## src/rtl/cmdld_pkg.sv

```systemverilog
package cmdld_pkg;
  localparam logic [7:0] OPC_WORD = 8'h00;
  localparam logic [7:0] OPC_PTR  = 8'h01;
  localparam logic [7:0] OPC_RUN  = 8'h02;
  localparam logic [7:0] OPC_BYTE = 8'h03;

  typedef enum logic [1:0] {
    ST_OPC = 2'd0,
    ST_PAY = 2'd1,
    ST_MEM = 2'd2
  } ldr_state_t;

  typedef enum logic [1:0] {
    K_WORD = 2'd0,
    K_PTR  = 2'd1,
    K_BYTE = 2'd2
  } cmd_kind_t;
endpackage

```

## src/rtl/cmdld_parser.sv

```systemverilog
module cmdld_parser
  import cmdld_pkg::*;
#(
  parameter int DATA_W = 32
) (
  input  logic              clk,
  input  logic              rst_n,
  input  logic              in_valid,
  input  logic [7:0]        in_data,
  output logic              in_ready,
  input  logic              mem_ack,
  output logic              mem_req,
  output logic              is_word,
  output logic [DATA_W-1:0] payload,
  output logic              ptr_load,
  output logic [DATA_W-1:0] ptr_load_val,
  output logic              ptr_step,
  output logic              run_start
);
  localparam int LANES = DATA_W / 8;
  localparam int CNT_W = $clog2(LANES + 1);

  ldr_state_t        state_q, state_d;
  cmd_kind_t         kind_q, kind_d;
  logic [CNT_W-1:0]  rem_q, rem_d;
  logic [DATA_W-1:0] pay_q, pay_d;
  logic              pay_en;
  logic              run_q, run_d;
  logic              accept;

  assign in_ready = (state_q != ST_MEM);
  assign accept   = in_valid && in_ready;
  assign pay_d    = {in_data, pay_q[DATA_W-1:8]};
  assign pay_en   = accept && (state_q == ST_PAY);

  always_comb begin
    state_d  = state_q;
    kind_d   = kind_q;
    rem_d    = rem_q;
    ptr_load = 1'b0;
    ptr_step = 1'b0;
    run_d    = 1'b0;
    case (state_q)
      ST_OPC: begin
        if (accept) begin
          case (in_data)
            OPC_WORD: begin
              state_d = ST_PAY;
              kind_d  = K_WORD;
              rem_d   = CNT_W'(LANES);
            end
            OPC_PTR: begin
              state_d = ST_PAY;
              kind_d  = K_PTR;
              rem_d   = CNT_W'(LANES);
            end
            OPC_BYTE: begin
              state_d = ST_PAY;
              kind_d  = K_BYTE;
              rem_d   = CNT_W'(1);
            end
            OPC_RUN: run_d = 1'b1;
            default: ;
          endcase
        end
      end
      ST_PAY: begin
        if (accept) begin
          rem_d = rem_q - CNT_W'(1);
          if (rem_q == CNT_W'(1)) begin
            if (kind_q == K_PTR) begin
              ptr_load = 1'b1;
              state_d  = ST_OPC;
            end else begin
              state_d = ST_MEM;
            end
          end
        end
      end
      ST_MEM: begin
        if (mem_ack) begin
          ptr_step = 1'b1;
          state_d  = ST_OPC;
        end
      end
      default: state_d = ST_OPC;
    endcase
  end

  always_ff @(posedge clk or negedge rst_n) begin
    if (!rst_n) begin
      state_q <= ST_OPC;
      kind_q  <= K_WORD;
      rem_q   <= '0;
      run_q   <= 1'b0;
      pay_q   <= '0;
    end else begin
      state_q <= state_d;
      kind_q  <= kind_d;
      rem_q   <= rem_d;
      run_q   <= run_d;
      if (pay_en) pay_q <= pay_d;
    end
  end

  assign mem_req      = (state_q == ST_MEM);
  assign is_word      = (kind_q == K_WORD);
  assign payload      = pay_q;
  assign ptr_load_val = pay_d;
  assign run_start    = run_q;

  // an unsupported opcode leaves the parser waiting for an opcode
  p_unknown_dropped_r7: assert property (@(posedge clk) disable iff (!rst_n)
    (accept && state_q == ST_OPC && in_data > OPC_BYTE)
      |=> (state_q == ST_OPC && !run_q && !mem_req));

  // a start pulse only ever leaves the parser ready for an opcode
  p_run_idle_r6: assert property (@(posedge clk) disable iff (!rst_n)
    run_q |-> (state_q == ST_OPC));
endmodule

```

## src/rtl/cmdld_ptr.sv

```systemverilog
module cmdld_ptr #(
  parameter int ADDR_W = 32,
  parameter int LANES  = 4
) (
  input  logic              clk,
  input  logic              rst_n,
  input  logic              load,
  input  logic [ADDR_W-1:0] load_val,
  input  logic              step,
  input  logic              step_word,
  output logic [ADDR_W-1:0] ptr
);
  logic [ADDR_W-1:0] ptr_q, ptr_d, step_amt;
  logic              ptr_en;

  assign step_amt = step_word ? ADDR_W'(LANES) : ADDR_W'(1);
  assign ptr_en   = load || step;

  always_comb begin
    ptr_d = ptr_q;
    if (load)      ptr_d = load_val;
    else if (step) ptr_d = ptr_q + step_amt;
  end

  always_ff @(posedge clk or negedge rst_n) begin
    if (!rst_n)      ptr_q <= '0;
    else if (ptr_en) ptr_q <= ptr_d;
  end

  assign ptr = ptr_q;

  // a completed word write moves the pointer by one word
  p_word_step_r3: assert property (@(posedge clk) disable iff (!rst_n)
    (step && step_word && !load) |=> (ptr_q == $past(ptr_q) + ADDR_W'(LANES)));

  // a completed byte write moves the pointer by one
  p_byte_step_r5: assert property (@(posedge clk) disable iff (!rst_n)
    (step && !step_word && !load) |=> (ptr_q == $past(ptr_q) + ADDR_W'(1)));
endmodule

```

## src/rtl/cmdld_wport.sv

```systemverilog
module cmdld_wport #(
  parameter int ADDR_W = 32,
  parameter int DATA_W = 32
) (
  input  logic                  clk,
  input  logic                  rst_n,
  input  logic                  req,
  input  logic                  is_word,
  input  logic [ADDR_W-1:0]     ptr,
  input  logic [DATA_W-1:0]     payload,
  output logic [ADDR_W-1:0]     addr,
  output logic [DATA_W-1:0]     wdata,
  output logic [DATA_W/8-1:0]   be
);
  localparam int LANES = DATA_W / 8;
  localparam int LSB_W = $clog2(LANES);

  logic [7:0] byte_val;
  assign byte_val = payload[DATA_W-1 -: 8];
  assign addr     = is_word ? {ptr[ADDR_W-1:LSB_W], {LSB_W{1'b0}}} : ptr;

  for (genvar g = 0; g < LANES; g++) begin : g_lane
    assign be[g]          = is_word || (ptr[LSB_W-1:0] == LSB_W'(g));
    assign wdata[8*g +: 8] = is_word ? payload[8*g +: 8] : byte_val;
  end

  // a byte write enables a single lane
  p_byte_one_lane_r5: assert property (@(posedge clk) disable iff (!rst_n)
    (req && !is_word) |-> ($countones(be) == 1));

  // word writes always land on an aligned address
  p_word_aligned_r9: assert property (@(posedge clk) disable iff (!rst_n)
    (req && is_word) |-> (addr[LSB_W-1:0] == '0 && be == '1));
endmodule

```

## src/rtl/cmd_loader.sv

```systemverilog
module cmd_loader #(
  parameter int          ADDR_W     = 32,
  parameter int          DATA_W     = 32,
  parameter logic [31:0] ENTRY_PC   = 32'h0040_0000,
  parameter logic [31:0] STACK_INIT = 32'h7FFF_FFFC
) (
  input  logic                clk,
  input  logic                rst_n,
  input  logic                in_valid,
  input  logic [7:0]          in_data,
  output logic                in_ready,
  output logic                mem_req,
  output logic [ADDR_W-1:0]   mem_addr,
  output logic [DATA_W-1:0]   mem_wdata,
  output logic [DATA_W/8-1:0] mem_be,
  input  logic                mem_ack,
  output logic                run_start,
  output logic [31:0]         run_pc,
  output logic [31:0]         run_sp
);
  localparam int LANES = DATA_W / 8;

  logic [1:0]        rst_sync_q;
  logic              rst_n_int;
  logic              is_word, ptr_load, ptr_step;
  logic [DATA_W-1:0] payload, ptr_load_val;
  logic [ADDR_W-1:0] ptr;

  always_ff @(posedge clk or negedge rst_n) begin
    if (!rst_n) rst_sync_q <= 2'b00;
    else        rst_sync_q <= {rst_sync_q[0], 1'b1};
  end
  assign rst_n_int = rst_sync_q[1];

  cmdld_parser #(.DATA_W(DATA_W)) u_parser (
    .clk(clk), .rst_n(rst_n_int),
    .in_valid(in_valid), .in_data(in_data), .in_ready(in_ready),
    .mem_ack(mem_ack), .mem_req(mem_req), .is_word(is_word),
    .payload(payload), .ptr_load(ptr_load), .ptr_load_val(ptr_load_val),
    .ptr_step(ptr_step), .run_start(run_start)
  );

  cmdld_ptr #(.ADDR_W(ADDR_W), .LANES(LANES)) u_ptr (
    .clk(clk), .rst_n(rst_n_int),
    .load(ptr_load), .load_val(ADDR_W'(ptr_load_val)),
    .step(ptr_step), .step_word(is_word), .ptr(ptr)
  );

  cmdld_wport #(.ADDR_W(ADDR_W), .DATA_W(DATA_W)) u_wport (
    .clk(clk), .rst_n(rst_n_int),
    .req(mem_req), .is_word(is_word), .ptr(ptr), .payload(payload),
    .addr(mem_addr), .wdata(mem_wdata), .be(mem_be)
  );

  assign run_pc = ENTRY_PC;
  assign run_sp = STACK_INIT;

  // a pending write holds steady until acknowledged
  p_hold_until_ack_r8: assert property (@(posedge clk) disable iff (!rst_n_int)
    (mem_req && !mem_ack) |=> (mem_req && $stable(mem_addr)
                               && $stable(mem_wdata) && $stable(mem_be)));

  // no byte is taken while a write is pending
  p_stall_input_r8: assert property (@(posedge clk) disable iff (!rst_n_int)
    mem_req |-> !in_ready);

  // a pointer load is never followed by a write request
  p_load_no_write_r4: assert property (@(posedge clk) disable iff (!rst_n_int)
    ptr_load |=> !mem_req);
endmodule

```

## config.mk

```make
export PLATFORM = sky130hd
export DESIGN_NAME = cmd_loader
export DESIGN_NICKNAME = d
export VERILOG_FILES = /design/src/rtl/cmdld_pkg.sv /design/src/rtl/cmdld_parser.sv /design/src/rtl/cmdld_ptr.sv /design/src/rtl/cmdld_wport.sv /design/src/rtl/cmd_loader.sv
export SDC_FILE = /design/constraint.sdc
export NUM_CORES = 1
export LEC_CHECK = 0
export ABC_AREA = 1
export CELL_PAD_IN_SITES_DETAIL_PLACEMENT = 0
export CELL_PAD_IN_SITES_GLOBAL_PLACEMENT = 1
export CORE_MARGIN = 10
export CORE_UTILIZATION = 30
export CTS_CLUSTER_SIZE = 30
export DETAILED_ROUTE_END_ITERATION = 16
export PLACE_DENSITY_LB_ADDON = 0.1
export SETUP_SLACK_MARGIN = 0.2
export SYNTH_ARGS = -nofsm -noshare
export SYNTH_HDL_FRONTEND = slang
export SYNTH_SLANG_ARGS = --single-unit
```

## constraint.sdc

```tcl
create_clock -name clk -period 3.58 [get_ports clk]
set_input_delay 0.537 -clock clk [delete_from_list [all_inputs] [get_ports clk]]
set_output_delay 0.537 -clock clk [all_outputs]
set_load 0.1 [all_outputs]
```

==> results.ini <==
[die]
die_h_um = 153
die-area_um2 = 23300
initial_core_util = 0.305
design.core.area_um2 = 17300
dieWidth_um = 153
ioPinCount = 147
rows = 48

[synthesis]
yosysMostFrequentCell = nand2_1
yosys.area.top_type = dfrtp_1
synth_compound_gate_area_share = 0.121
synth_mux_area_frac = 0
syn_inst = 721
synth_xor_xnor_area_share = 0.0149
yosys.area_share.adder = 0.00711
synth_cell_types = 41
syn-cell-area_um2 = 5280
synth_top_family_by_area = simple AND/OR/NAND/NOR gates
synth-edff-count = 0
synth-simple-area-share = 0.264
yosysSeqAreaShare = 0.351
ys_seq_elements = 74
ys_top_cells_by_area = dfrtp_1 35%, buf_4 15%, nand2_1 14%, o21ai_0 6.6%, inv_1 6.5%
async_flop_share = 1.00
synth.avg_cell_area_um2 = 7.32
synth_top_cell_area_share = 0.351
ys_warn_count = 0
synth-main-ff-cell = dfrtp_1
synth_commonest_cells = 190 x nand2_1, 105 x buf_4, 92 x inv_1, 74 x dfrtp_1, 70 x o21ai_0

[grt]
grt_pass1_vias = 4293
track_usage = 0.138
grt_max_degree = 65
grt_overflow = 0
grt_pass1_wl_um = 25400
grt_antenna_before_repair = 0

[sta]
worst_slew_pin_slew_ns = 1.02
hold_viol = 0
fin_crit_sh = 0.738
skew_ns = 0.00455
rsz0062_at_grt = no
slew_headroom = 0.318
fin_crit_ns = 2.64
setup_viol = 0
fin_ws_ns = 0.937
fin_worst_hold_slack_ns = 0.348
fin_setup_tns_ns = 0
clock.fmax_mhz = 378
finalMaxSlewViolations = 0

[flow_run]
drv_cap = 0

[final_layout]
final_core_util = 0.346
antenna_cells = 0
area_growth_pct = 13.2
multi_input_area_um2 = 2390
regArea_um2 = 1850
nets = 774
nFillCells = 1898
layout-drive-gt1-share = 0.128

[setup_path]
reg2reg_from = u_parser.kind_q[0]
slowest_delay_ns = 0.51
reg2regPathDepth = 8
critPathCapture = mem_wdata[22]
critical_path_class = flop to output pin
path_cells = inv_1 > nand2_2 > nand2_1 > o21ai_0 > buf_4
path_max_fanout = 38
cp-end-kind = output pin
critical_path_required_ns = 3.04
r2r_slack_ns = 1.46
critPathArrivalTime_ns = 2.11
start_kind = flop
critPathLaunch = u_parser.kind_q[0]
r2r_end = u_ptr.ptr[9]
critPathSlowestCell = nand2_2

[placement]
io_buffers = 82
hpwl_um = 12800
place_ws_ns = 1.30
place_congestion = 0.791

[clock_network]
clk_pin_slew_ns = 0.06
clock_sinks = 74
cts_tree = built
h-tree-depth = 3
cts_resized = 0
insertion_delay_ns = 0.34
cts_setup_buffers = 0
numCtsBuffers = 9
holdBufCountCts = 0
root_buffer = clkbuf_16
cts_max_path_buffers = 2

[drt]
drc = 0
drt_iter0_markers = 267
ant_nets = 0
via_per_inst = 4.43
post_drt_wl_per_cell_um = 16.6
drt_pass1_iterations = 4
wl_um = 16400
vias = 4379

[run_status]
status = finished, final reports clean

[worst_hold_path]
hp-class = flop to flop

per-stage QoR:
step / area (um2) / std cells
6_report: 5980 / 988
5_1_grt: 5980 / 988
4_1_cts: 5980 / 988
3_5_place_dp: 5690 / 973
3_3_place_gp: 5690 / 973
2_1_floorplan: 5520 / 784
logic make-up (layout without fill, tap and decap cells):
| family | count (synthesis) | after routing |
|---|---|---|
| flops | 74 | 74 |
| other cells | 2 | 65 |
| fa+ha+maj | 3 | 3 |
| xor+xnor | 9 | 9 |
| buf+inv | 220 | 199 |
| simple gates | 306 | 306 |
| compound gates | 107 | 107 |
sequential cells by signal (all words and copies together) (netlist names):
register,cells
rst_sync_q,2
u_parser.rem_q,3
u_parser.kind_q,2
u_ptr.ptr,32
u_parser.state_q,2
u_parser.payload,32
u_parser.run_start,1
placed cells by master, fill, tap and decap left out, drive strengths merged:
cell / count
a21oi: 6
a22oi: 1
a31oi: 1
buf: 35
bufinv: 1
clkbuf: 10
clkdlybuf4s50: 50
clkinv: 2
clkinvlp: 2
conb: 65
dfrtp: 74
ha: 3
inv: 99
nand2: 202
nand3: 35
nand3b: 1
nand4: 10
nor2: 53
nor3: 3
nor3b: 1
o211ai: 3
o21a: 2
o21ai: 74
o21bai: 2
o221ai: 2
o22ai: 16
or2: 1
xnor2: 1
xor2: 8
how the worst min path moves through the flow:
stage                   from       endpoint  slack [ns]  cells after the start
6_report       rst_sync_q[0]  rst_sync_q[1]        0.35                      0
5_1_grt                rst_n  rst_sync_q[0]        0.34                      1
3_5_place_dp   rst_sync_q[0]  rst_sync_q[1]        0.34                      0
3_3_place_gp   rst_sync_q[0]  rst_sync_q[1]        0.34                      0
4_1_cts                rst_n  rst_sync_q[0]        0.34                      1
2_1_floorplan          rst_n  rst_sync_q[0]        0.24                      0
layer usage:
| layer | wire (um) | GRT usage | up-vias | share of wire |
|---|---|---|---|---|
| met4 | 131 | 0.0272 | 0 | 0.0080 |
| li1 | - | - | 2173 | - |
| met2 | 7980 | 0.232 | 115 | 0.49 |
| met5 | 0 | 0 | - | 0 |
| met3 | 762 | 0.0404 | 7 | 0.046 |
| met1 | 7550 | 0.171 | 2084 | 0.46 |
critical path: cells and delay by family (launching register included):
kind                   cells  cell delay [ns]
AO/OA/AOI/OAI              1             0.17
buffers and inverters      2             0.46
flip-flops                 1             0.42
AND/OR/NAND/NOR            2             0.71
final cells by class:
| type | count | area share |
|---|---|---|
| inverters | 99 | 0.0638 |
| clock inverters | 5 | 0.00921 |
| flip-flops and latches | 74 | 0.310 |
| repair buffers | 85 | 0.130 |
| clock buffers | 10 | 0.0400 |
| multi-input cells | 490 | 0.400 |
| well taps | 225 | 0.0471 |
Power is left out: the tool's default activity adds up to more than one toggle a clock period on the data nets, which glitch-free logic cannot reach.
